[config.mk]
export PLATFORM = sky130hd
export DESIGN_NAME = cpu_irq_sequencer
export DESIGN_NICKNAME = d
export VERILOG_FILES = /design/src/rtl/irq_seq_pkg.sv /design/src/rtl/irq_nmi_capture.sv /design/src/rtl/irq_request_sampler.sv /design/src/rtl/irq_enable_state.sv /design/src/rtl/cpu_irq_sequencer.sv
export SDC_FILE = /design/constraint.sdc
export NUM_CORES = 1
export LEC_CHECK = 0
export BUFFER_PORTS_ARGS = -buffer_cell sky130_fd_sc_hd__buf_2
export CORE_MARGIN = 3
export CORE_UTILIZATION = 41
export DETAILED_ROUTE_END_ITERATION = 8
export GPL_ROUTABILITY_DRIVEN = 0
export PLACE_DENSITY = 0.95
export SETUP_SLACK_MARGIN = 0.2
export SLEW_MARGIN = 20
export SYNTH_ARGS = -nofsm -noshare
export SYNTH_HDL_FRONTEND = slang
export SYNTH_SLANG_ARGS = --single-unit
[constraint.sdc]
create_clock -name clk -period 3.1 [get_ports clk]
set_clock_uncertainty 0.2 [all_clocks]
set_input_delay 0.31 -clock clk [delete_from_list [all_inputs] [get_ports clk]]
set_output_delay 0.31 -clock clk [all_outputs]
set_load 0.01 [all_outputs]
[src/rtl/irq_seq_pkg.sv]
package irq_seq_pkg;

    typedef enum logic [1:0] {
        ENTRY_FETCH = 2'd0,
        ENTRY_RESET = 2'd1,
        ENTRY_NMI   = 2'd2,
        ENTRY_IRQ   = 2'd3
    } entry_e;

    typedef enum logic [1:0] {
        IMODE_0 = 2'd0,
        IMODE_1 = 2'd1,
        IMODE_2 = 2'd2
    } imode_e;

    typedef struct packed {
        logic por;
        logic lvl_rst;
        logic nmi;
        logic irq;
    } req_t;

    localparam logic [15:0] NMI_TARGET  = 16'h0066;
    localparam logic [15:0] IRQ1_TARGET = 16'h0038;

    function automatic imode_e decode_im(input logic [7:0] op);
        imode_e m;
        case (op[4:3])
            2'b10:   m = IMODE_1;
            2'b11:   m = IMODE_2;
            default: m = IMODE_0;
        endcase
        return m;
    endfunction

    function automatic entry_e pick_entry(input req_t r);
        entry_e e;
        if (r.por || r.lvl_rst)
            e = ENTRY_RESET;
        else if (r.nmi)
            e = ENTRY_NMI;
        else if (r.irq)
            e = ENTRY_IRQ;
        else
            e = ENTRY_FETCH;
        return e;
    endfunction

    function automatic req_t clear_served(input req_t r, input entry_e e);
        req_t o;
        o = r;
        case (e)
            ENTRY_RESET: begin
                o.por     = 1'b0;
                o.lvl_rst = 1'b0;
            end
            ENTRY_NMI: o.nmi = 1'b0;
            ENTRY_IRQ: o.irq = 1'b0;
            default:   o = r;
        endcase
        return o;
    endfunction

endpackage

[src/rtl/irq_nmi_capture.sv]
module irq_nmi_capture #(
    parameter int SYNC_STAGES = 2
) (
    input  logic clk,
    input  logic rst,
    input  logic nmi_i,
    output logic nmi_rise_o
);
    localparam int CHAIN_W = SYNC_STAGES + 1;

    logic [CHAIN_W-1:0] chain;

    // Preset to ones: a line already high, or rising while reset is held,
    // never produces an edge.
    always_ff @(posedge clk) begin
        if (rst)
            chain <= '1;
        else
            chain <= {chain[CHAIN_W-2:0], nmi_i};
    end

    assign nmi_rise_o = chain[SYNC_STAGES-1] & ~chain[SYNC_STAGES];

endmodule

[src/rtl/irq_request_sampler.sv]
module irq_request_sampler
    import irq_seq_pkg::*;
(
    input  logic   clk,
    input  logic   rst,
    input  logic   reset_req_i,
    input  logic   irq_i,
    input  logic   iff1_i,
    input  logic   nmi_rise_i,
    input  logic   bus_done_i,
    input  logic   boundary_i,
    output entry_e kind_o
);
    logic por_pend;
    logic nmi_pend;
    req_t live;
    req_t samp;
    req_t samp_next;

    assign kind_o = pick_entry(samp);

    always_comb begin
        live.por     = por_pend;
        live.lvl_rst = reset_req_i;
        live.nmi     = nmi_pend;
        live.irq     = irq_i & iff1_i;
    end

    always_comb begin
        samp_next = bus_done_i ? live : samp;
        if (boundary_i)
            samp_next = clear_served(samp_next, kind_o);
    end

    always_ff @(posedge clk) begin
        if (rst) begin
            por_pend <= 1'b1;
            nmi_pend <= 1'b0;
            samp     <= '{por: 1'b1, lvl_rst: 1'b0, nmi: 1'b0, irq: 1'b0};
        end else begin
            if (boundary_i && kind_o == ENTRY_RESET)
                por_pend <= 1'b0;
            if (nmi_rise_i)
                nmi_pend <= 1'b1;
            else if (boundary_i && kind_o == ENTRY_NMI)
                nmi_pend <= 1'b0;
            samp <= samp_next;
        end
    end

endmodule

[src/rtl/irq_enable_state.sv]
module irq_enable_state
    import irq_seq_pkg::*;
(
    input  logic       clk,
    input  logic       rst,
    input  logic       ei_i,
    input  logic       di_i,
    input  logic       retn_i,
    input  logic       im_i,
    input  logic [7:0] im_opcode_i,
    input  logic       halt_i,
    input  logic       commit_i,
    input  entry_e     kind_i,
    output logic       iff1_o,
    output logic       iff2_o,
    output imode_e     mode_o,
    output logic       halted_o
);
    logic take_entry;

    assign take_entry = commit_i && (kind_i != ENTRY_FETCH);

    always_ff @(posedge clk) begin
        if (rst) begin
            iff1_o   <= 1'b0;
            iff2_o   <= 1'b0;
            mode_o   <= IMODE_0;
            halted_o <= 1'b0;
        end else if (take_entry) begin
            halted_o <= 1'b0;
            case (kind_i)
                ENTRY_RESET: begin
                    iff1_o <= 1'b0;
                    iff2_o <= 1'b0;
                    mode_o <= IMODE_0;
                end
                ENTRY_NMI: begin
                    iff2_o <= iff1_o;
                    iff1_o <= 1'b0;
                end
                default: begin
                    iff1_o <= 1'b0;
                    iff2_o <= 1'b0;
                end
            endcase
        end else begin
            if (di_i) begin
                iff1_o <= 1'b0;
                iff2_o <= 1'b0;
            end else if (ei_i) begin
                iff1_o <= 1'b1;
                iff2_o <= 1'b1;
            end else if (retn_i) begin
                iff1_o <= iff2_o;
            end
            if (im_i)
                mode_o <= decode_im(im_opcode_i);
            if (halt_i)
                halted_o <= 1'b1;
        end
    end

endmodule

[src/rtl/cpu_irq_sequencer.sv]
module cpu_irq_sequencer
    import irq_seq_pkg::*;
#(
    parameter int ADDR_W      = 16,
    parameter int DATA_W      = 8,
    parameter int SYNC_STAGES = 2
) (
    input  logic              clk,
    input  logic              rst,
    input  logic              reset_req_i,
    input  logic              irq_i,
    input  logic              nmi_i,
    input  logic              ei_i,
    input  logic              di_i,
    input  logic              retn_i,
    input  logic              im_i,
    input  logic [7:0]        im_opcode_i,
    input  logic              halt_i,
    input  logic              bus_done_i,
    input  logic              boundary_i,
    output logic [1:0]        entry_kind_o,
    output logic [ADDR_W-1:0] entry_vec_o,
    output logic [1:0]        irq_mode_o,
    output logic              pc_hold_o,
    output logic              halted_o,
    output logic              iff1_o,
    output logic              iff2_o,
    output logic [ADDR_W-1:0] init_pc_o,
    output logic [ADDR_W-1:0] init_sp_o,
    output logic [DATA_W-1:0] init_a_o,
    output logic [DATA_W-1:0] init_f_o,
    output logic [2*DATA_W-1:0] init_ir_o
);
    entry_e kind;
    imode_e mode;
    logic   nmi_rise;
    logic   iff1;
    logic   iff2;
    logic   halted;

    irq_nmi_capture #(.SYNC_STAGES(SYNC_STAGES)) u_nmi (
        .clk        (clk),
        .rst        (rst),
        .nmi_i      (nmi_i),
        .nmi_rise_o (nmi_rise)
    );

    irq_request_sampler u_samp (
        .clk         (clk),
        .rst         (rst),
        .reset_req_i (reset_req_i),
        .irq_i       (irq_i),
        .iff1_i      (iff1),
        .nmi_rise_i  (nmi_rise),
        .bus_done_i  (bus_done_i),
        .boundary_i  (boundary_i),
        .kind_o      (kind)
    );

    irq_enable_state u_en (
        .clk         (clk),
        .rst         (rst),
        .ei_i        (ei_i),
        .di_i        (di_i),
        .retn_i      (retn_i),
        .im_i        (im_i),
        .im_opcode_i (im_opcode_i),
        .halt_i      (halt_i),
        .commit_i    (boundary_i),
        .kind_i      (kind),
        .iff1_o      (iff1),
        .iff2_o      (iff2),
        .mode_o      (mode),
        .halted_o    (halted)
    );

    always_comb begin
        case (kind)
            ENTRY_NMI: entry_vec_o = ADDR_W'(NMI_TARGET);
            ENTRY_IRQ: entry_vec_o = (mode == IMODE_1) ? ADDR_W'(IRQ1_TARGET) : '0;
            default:   entry_vec_o = '0;
        endcase
    end

    assign entry_kind_o = kind;
    assign irq_mode_o   = mode;
    assign pc_hold_o    = halted || (kind == ENTRY_IRQ && mode == IMODE_0);
    assign halted_o     = halted;
    assign iff1_o       = iff1;
    assign iff2_o       = iff2;

    assign init_pc_o = '0;
    assign init_sp_o = '1;
    assign init_a_o  = '1;
    assign init_f_o  = '1;
    assign init_ir_o = '0;

endmodule

# [Word level (Yosys, flattened, before mapping)]
# Cells that the tools add are included.
[totals] elab_cells=58 ff_bits=14 inputBits=20 out_inout_bits=88
[classes] eq_ne=7 bitwise=3 n_mux=22 n_reduce_logical=15
[ops] op="$mux W2" n=7
[ops] op="$pmux W7 S2" n=1
[ops] op="$mux W1" n=10
[ops] op="$eq A2 B2 Y1 const B" n=4
[ops] op="$mux W4" n=2
[ops] op="$reduce_bool A2 Y1" n=4
[ops] op="$mux W6" n=1
[ops] op="$eq A2 B1 Y1 const B" n=2
[ops] op="$logic_and A1 B1 Y1" n=4
[ops] op="$pmux W2 S2" n=1
[ops] op="$reduce_bool A3 Y1" n=1
[ops] op="$reduce_or A3 Y1" n=1
[ops] op="$and A1 B1 Y1" n=2
[ops] op="$logic_not A2 Y1" n=1
[ops] op="$logic_or A1 B1 Y1" n=2
[ops] op="$ne A2 B2 Y1 const B" n=1
[ops] op="$reduce_and A2 Y1" n=1
[ops] op="$reduce_or A2 Y1" n=1
[ops] op="$not A1 Y1" n=1

# [Depth between registers and ports, before layout]
# Gate-level depths: netlist (run 1).
[depth] word_depth=7 depth_mapped=4 depth_no_buf=3

# [Cells and area by module]
# A second synthesis (run 1) with hierarchy kept.
[hier_totals] cells_unflattened=144 area_unflattened_um2=1193.6
[modules_own_cells] module="cpu_irq_sequencer" instances=1 cells_each=86 area_per_inst_um2=638.1 seq_area_each_um2=0.0
[modules_own_cells] module="irq_request_sampler" instances=1 cells_each=27 area_per_inst_um2=250.2 seq_area_each_um2=120.1
[modules_own_cells] module="irq_enable_state" instances=1 cells_each=24 area_per_inst_um2=220.2 seq_area_each_um2=100.1
[modules_own_cells] module="irq_nmi_capture" instances=1 cells_each=7 area_per_inst_um2=85.1 seq_area_each_um2=60.1

# [Least setup slack after synthesis (run 1)]
# OpenSTA, ideal clock, no wires.
[synth_path] kind="reg-to-output" start="register u_samp.samp[0] in the netlist's numbering" end="output entry_vec_o[4]" setup_slack_ps=1396 path_stages_with_launch=5 t_required_ps=2590 arrival_time_ps=1194 path_buffers=1 path_cell_list="dfxtp_1 -> inv_1 -> nor4_1 -> and3_1 -> buf_4"
[synth_via] elab_chain_cells=5 elab_cells_between_ends=6 classes_between="eq/ne (2); mux (4)"
[synth_lines] element="start: declaration" line_no="irq_request_sampler.sv:17" text="req_t samp;"
[synth_lines] element="start signal: assignment" line_no="irq_request_sampler.sv:39" text="samp <= '{por: 1'b1, lvl_rst: 1'b0, nmi: 1'b0, irq: 1'b0};"
[synth_lines] element="start signal: assignment" line_no="irq_request_sampler.sv:47" text="samp <= samp_next;"
[synth_lines] element="$mux W2 (*)" line_no="irq_seq_pkg.sv:42" text="else if (r.irq)"
[synth_lines] element="$mux W2 (*)" line_no="irq_seq_pkg.sv:40" text="else if (r.nmi)"
[synth_lines] element="$mux W2 (*)" line_no="irq_seq_pkg.sv:38" text="if (r.por || r.lvl_rst)"
[synth_lines] element="$eq A2 B2 Y1" line_no="cpu_irq_sequencer.sv:78" text="case (kind)"
[synth_lines] element="$pmux W7 S2 (*)" line_no="cpu_irq_sequencer.sv:78"
[synth_lines] element="end: declaration" line_no="cpu_irq_sequencer.sv:22" text="output logic [ADDR_W-1:0] entry_vec_o,"
# Every way passes the cells marked *; elsewhere a longest branch is shown, timed or not.

# [Worst setup path after layout (run 1)]
# Same ends and word-level chain as after synthesis.

==> summary.txt, run 1 <==
Pin count of the biggest net entering global routing -> 16
Clock buffer depth -> 2
Clock tree sinks -> 14
Final Non-Filler Cells -> 199
CP Launch Type -> flip-flop
Routed Antenna Nets -> 0
Yosys reg bits -> 14
Share of layout cells above drive strength 1 -> 0.2381
Main combinational cell family by area after synthesis -> buffers and inverters
Routed wire per std cell -> 9.191 um
Min Tclk post-route -> 2138 ps
DRC -> 0
TritonCTS Buffers -> 3
Worst vdd ir -> 0.2622 mV
PortBufs -> 27
Via density -> 3.734
Routed WL -> 1.829 mm
GRT Util Overall -> 0.09229
Critical path class -> reg -> out
LEAKAGE -> 0.0006153 uW
Total power -> 412.9 uW
YS warnings -> 0
Site row count -> 19
CP max FO -> 4
Final setup viols -> 0
Area delta synth->final -> -8.683%
CP max stage cell -> nor4_1
H-tree levels -> 1
DIE HEIGHT -> 60.66 um
Reg clk slew, reported paths -> 80 ps
Worst slew margin -> 0.6645
Final hold viol count -> 0
Core Area -> 2805 um^2
Final worst path period share -> 0.6898
Ant. Diodes -> 0
Max stage delay on crit path -> 450 ps
Synth Area in Adders -> 0
Xor and xnor area share after synthesis -> 0
Post-layout util -> 0.3988
Post-synthesis mux area share -> 0.02451
Leading cell type in the layout, fill and taps excluded -> conb_1
Setup TNS -> 0 ps
DR iter-0 viols -> 9
Post-Syn Area -> 1225 um^2
Clock latency on the worst-skew pair -> 270 ps
CP Capture Type -> output port
Outcome -> completed
CP Data Required Time -> 2590 ps
First-pass GRT wire length -> 2.497 mm
Initial core utilization -> 0.4367
Worst Tran Pin Value -> 498.6 ps
Die width -> 60.66 um
DRT Pass-1 Iters -> 3
Post-layout net count -> 189
Unique cell type count in the Yosys netlist -> 31
Fin worst setup slack -> 961.6 ps
Seq/Total Area, Yosys -> 0.2288
Most frequent cells in the layout -> conb_1 (74), buf_2 (27), dfxtp_1 (14), inv_1 (5)
Cell Pwr Density -> 369.2 nW/um^2
Die ar. -> 3680 um^2
Max Freq -> 467.6 MHz
Hold crit path type -> in -> reg
GRT Residual Overflow -> 0
Max-Cap Viols -> 0
Synth Area in Compound Gates -> 0.1307
RSZ-0062 raised after global routing -> no
Placed wire-length estimate -> 1.562 mm
Critical path arrival -> 1630 ps
Mapped Cells -> 144
Vias in the first global route -> 554
Cells along the critical path -> inv_1 -> nor4_1 -> and3_1 -> buf_2
CTS tree -> done
Max Slew Vio Count -> 0
Mean Syn Cell Area -> 8.506 um^2
Placed instance count -> 194
Total number of vias -> 743
Dpl ws -> 1272 ps
Root buf cell -> clkbuf_4
I/O pins -> 108
Antenna violations before repair -> 0
Post-Synth Simple-Gate Area -> 0.1073
## metal layers
layer	vias up	wire length [um]	GRT usage
met1	319	700	0.1053
met4	0	0	0.03715
met5	-	0	0
met2	54	892	0.1481
li1	370	-	-
met3	0	236	0.04468
## cells in the mapped netlist
master / count / area [um^2]
nor3_1: 4 / 20.02
buf_6: 1 / 11.26
o21bai_1: 2 / 15.01
mux2i_1: 3 / 30.03
nor2b_1: 2 / 12.51
o32ai_2: 1 / 16.27
nand3_1: 1 / 5.000
a21oi_1: 3 / 15.01
nor2_1: 4 / 15.01
buf_4: 77 / 578.1
a311oi_1: 1 / 8.760
nor4_1: 1 / 6.260
o21a_1: 3 / 22.52
nand4_1: 1 / 6.260
nand2b_2: 1 / 8.760
a211oi_1: 2 / 15.01
inv_1: 5 / 18.77
o41ai_4: 1 / 27.53
or2_2: 3 / 18.77
a31o_2: 1 / 8.760
a211o_2: 2 / 20.02
and2_1: 1 / 6.260
nand4bb_1: 1 / 11.26
and3_1: 1 / 6.260
nand4b_1: 1 / 8.760
conb_1: 2 / 7.510
a31oi_1: 1 / 6.260
nand2b_1: 1 / 6.260
o21ai_0: 1 / 5.000
clkbuf_1: 2 / 7.510
dfxtp_1: 14 / 280.3
## through the flow
step	hold slack (ps)	instance area, um^2
global placement	191.9	1072
CTS	84.89	1119
detailed placement	203.9	1072
finish	93.35	1119
floorplan	189.5	1495
global route	83.38	1119
## kinds of logic (layout without fill, tap and decap cells)
kind of cell,Yosys count,after routing
other cells,2,74
buf+inv,85,37
compound gates,18,18
mux,3,3
flops,14,14
simple gates,22,22
## layout make-up
class	instances	area [um^2]
inverter	5	18.77
multi-input combinational	117	599.3
tap	31	38.79
sequential	14	280.3
clock buffer	4	36.28
fill	298	1687
timing repair buffer	28	145.1
## final timing paths
check / startpoint / endpoint / slack [ps] / cells past startpoint
worst max register to register: u_samp.samp[1] / u_en.iff2_o / 1510 / 3
worst min register to register: u_nmi.chain[0] / u_nmi.chain[1] / 220 / 1
worst min-delay path: halt_i / u_en.halted_o / 90 / 3
worst max-delay path: u_samp.samp[0] / entry_vec_o[4] / 960 / 4
## state kept, by name, summed over array words and instances (netlist names)
name	cells
u_samp.samp	4
u_nmi.chain	3
u_en.mode_o	2
u_en.halted_o	1
u_en.iff1_o	1
u_en.iff2_o	1
u_samp.nmi_pend	1
u_samp.por_pend	1
## power by group
part           switching [uW]  total, uW  internal [uW]
Sequential               8.25        196            188
Combinational            65.8       89.9           24.1
Clock                    55.5        127           71.4
Total                     129        413            283
## worst max-delay path: cells and delay by family, from the launching register on
| family | cells | cell delay [ps] |
|---|---|---|
| and+or+nand+nor | 2 | 700 |
| DFF | 1 | 420 |
| buffers and inverters | 2 | 240 |
## repair_timing
| item | CTS | global route |
|---|---|---|
| hold buffers | 1 | 0 |
| hold endpoints to repair | 1 | 0 |
| resized for setup | 0 | 0 |
| buffers inserted | 0 | 0 |
Power figures use the tool's default switching activity.
==> run 2, diff against run 1 <==
--- a/config.mk
+++ b/config.mk
@@ -7,10 +7,10 @@
 export LEC_CHECK = 0
 export BUFFER_PORTS_ARGS = -buffer_cell sky130_fd_sc_hd__buf_2
 export CORE_MARGIN = 3
-export CORE_UTILIZATION = 41
+export CORE_UTILIZATION = 34
 export DETAILED_ROUTE_END_ITERATION = 8
 export GPL_ROUTABILITY_DRIVEN = 0
-export PLACE_DENSITY = 0.95
+export PLACE_DENSITY = 0.87
 export SETUP_SLACK_MARGIN = 0.2
 export SLEW_MARGIN = 20
 export SYNTH_ARGS = -nofsm -noshare
==> constraint.sdc (replaced) <==
create_clock -name clk -period 1.7 [get_ports clk]
set_clock_uncertainty 0.2 [all_clocks]
set_input_delay 0.17 -clock clk [delete_from_list [all_inputs] [get_ports clk]]
set_output_delay 0.17 -clock clk [all_outputs]
set_load 0.01 [all_outputs]
==> summary.txt, run 2 (synthesized netlist as in run 1, its figures left out) <==
Hold WS -> 25.44 ps
Clock tree sinks -> 14
Met3 usage -> 0.02041
Max-Cap Viols -> 0
Core Area -> 3416 um^2
CP Launch Type -> flip-flop
Psw -> 250.1 uW
Fin worst setup slack -> -8.554 ps
Root buf cell -> clkbuf_4
GRT Residual Overflow -> 0
Combinational Power Share -> 0.249
Placed wire-length estimate -> 1.542 mm
Share of layout cells above drive strength 1 -> 0.3098
Seq pwr share -> 0.453
CTS tree -> done
Routed wire per std cell -> 8.943 um
Failing checks -> negative setup slack
Reg clk slew, reported paths -> 90 ps
Final setup viols -> 2
GRT busiest layer -> met2
Leading cell type in the layout, fill and taps excluded -> conb_1
DR iter-0 viols -> 7
Largest register FFs -> 4
Net Sw Frac -> 0.3152
Initial core utilization -> 0.3586
Clock Power Share -> 0.298
Final worst path period share -> 1.005
Post-layout net count -> 205
Antenna violations before repair -> 0
Met2 Use GR -> 0.1539
Setup TNS -> -16.34 ps
I/O pins -> 108
Vias in the first global route -> 638
Area delta synth->final -> 8.172%
Site row count -> 21
DRC -> 0
Min Tclk post-route -> 1709 ps
PortBufs -> 27
Via density -> 3.552
Critical path arrival -> 1340 ps
Biggest regs -> u_samp.samp (4), u_nmi.chain (3), u_en.mode_o (2)
Fill count -> 360
Reg with most FFs -> u_samp.samp
Max Slew Vio Count -> 0
Outcome -> finished, violations left
CP Capture Type -> output port
GRT Util Overall -> 0.08410
Cell internal pwr -> 543.5 uW
Total number of vias -> 817
Most frequent cells in the layout -> conb_1 (74), buf_2 (26), dlygate4sd3_1 (10), dfxtp_1 (8), buf_4 (7)
First-pass GRT wire length -> 2.801 mm
Total power -> 793.6 uW
Ant. Diodes -> 0
Clock buffer depth -> 2
Cell Pwr Density -> 598.9 nW/um^2
CP max FO -> 5
RSZ-0062 raised after global routing -> yes
H-tree levels -> 1
Global-route met1 utilization -> 0.09314
Die ar. -> 4359 um^2
DRT Pass-1 Iters -> 4
Hold crit path type -> in -> reg
Die width -> 66.02 um
Routed Antenna Nets -> 0
Critical path class -> reg -> out
Worst vdd ir -> 0.3629 mV
CP Data Required Time -> 1330 ps
TritonCTS Buffers -> 3
Multi-input gate area -> 625.6 um^2
Routed WL -> 2.057 mm
LEAKAGE -> 0.0006947 uW
Register area -> 292.8 um^2
Max Freq -> 585.3 MHz
Pin count of the biggest net entering global routing -> 16
Clock latency on the worst-skew pair -> 280 ps
Final hold viol count -> 0
DIE HEIGHT -> 66.02 um
[run 2: cell type report]
class | instances | area share
Multi-Input combinational cell | 117 | 0.4721
Timing Repair Buffer | 44 | 0.2219
Sequential cell | 14 | 0.2210
Tap cell | 46 | 0.04344
Clock buffer | 4 | 0.02738
Inverter | 5 | 0.01416
[run 2: critical path, stage by stage, from the launching register on]
cell and delay (ps):
dfxtp_4 380, nor4_4 330, and3_1 220, buf_2 130
[run 2: metal layers]
layer	vias to the layer above	wire length, um
li1	400	-
met3	0	215
met2	53	1065
met5	-	0
met4	0	0
met1	364	776
[run 2: repair_timing]
action,4_1_cts,5_1_grt
endpoints found under the setup margin,13,11
endpoints found under the hold margin,9,0
resized for setup,7,7
hold buffers,10,0
buffers inserted,3,3
pin swaps,3,4
[run 2: power by group through the flow]
stage,clock network [uW],logic [uW],registers (uW)
2_1_floorplan,0,249,365
3_3_place_gp,0,157,365
3_5_place_dp,0,159,366
4_1_cts,250,186,358
5_1_grt,260,220,361
6_report,236,198,359
[run 2: final timing paths]
| kind | depth (start not counted) | slack, ps | end | startpoint |
|---|---|---|---|---|
| worst min-delay path | 2 | 30 | u_en.mode_o[0] | rst |
| worst max register to register | 4 | 240 | u_en.iff2_o | u_samp.samp[3] |
| worst max-delay path | 3 | -9 | entry_vec_o[3] | u_samp.samp[2] |
| worst min register to register | 1 | 220 | u_nmi.chain[1] | u_nmi.chain[0] |
[run 2: through the flow]
stage                     utilization  setup slack (ps)  instances  instance area [um^2]
after global placement         0.3234             138.7        210                  1105
after floorplan                     -             204.1        216                  1501
after detailed placement       0.3234             123.4        210                  1105
final                          0.3879            -8.554        230                  1325
after global routing           0.3879            -89.37        230                  1325
after CTS                      0.3766            -14.24        227                  1286
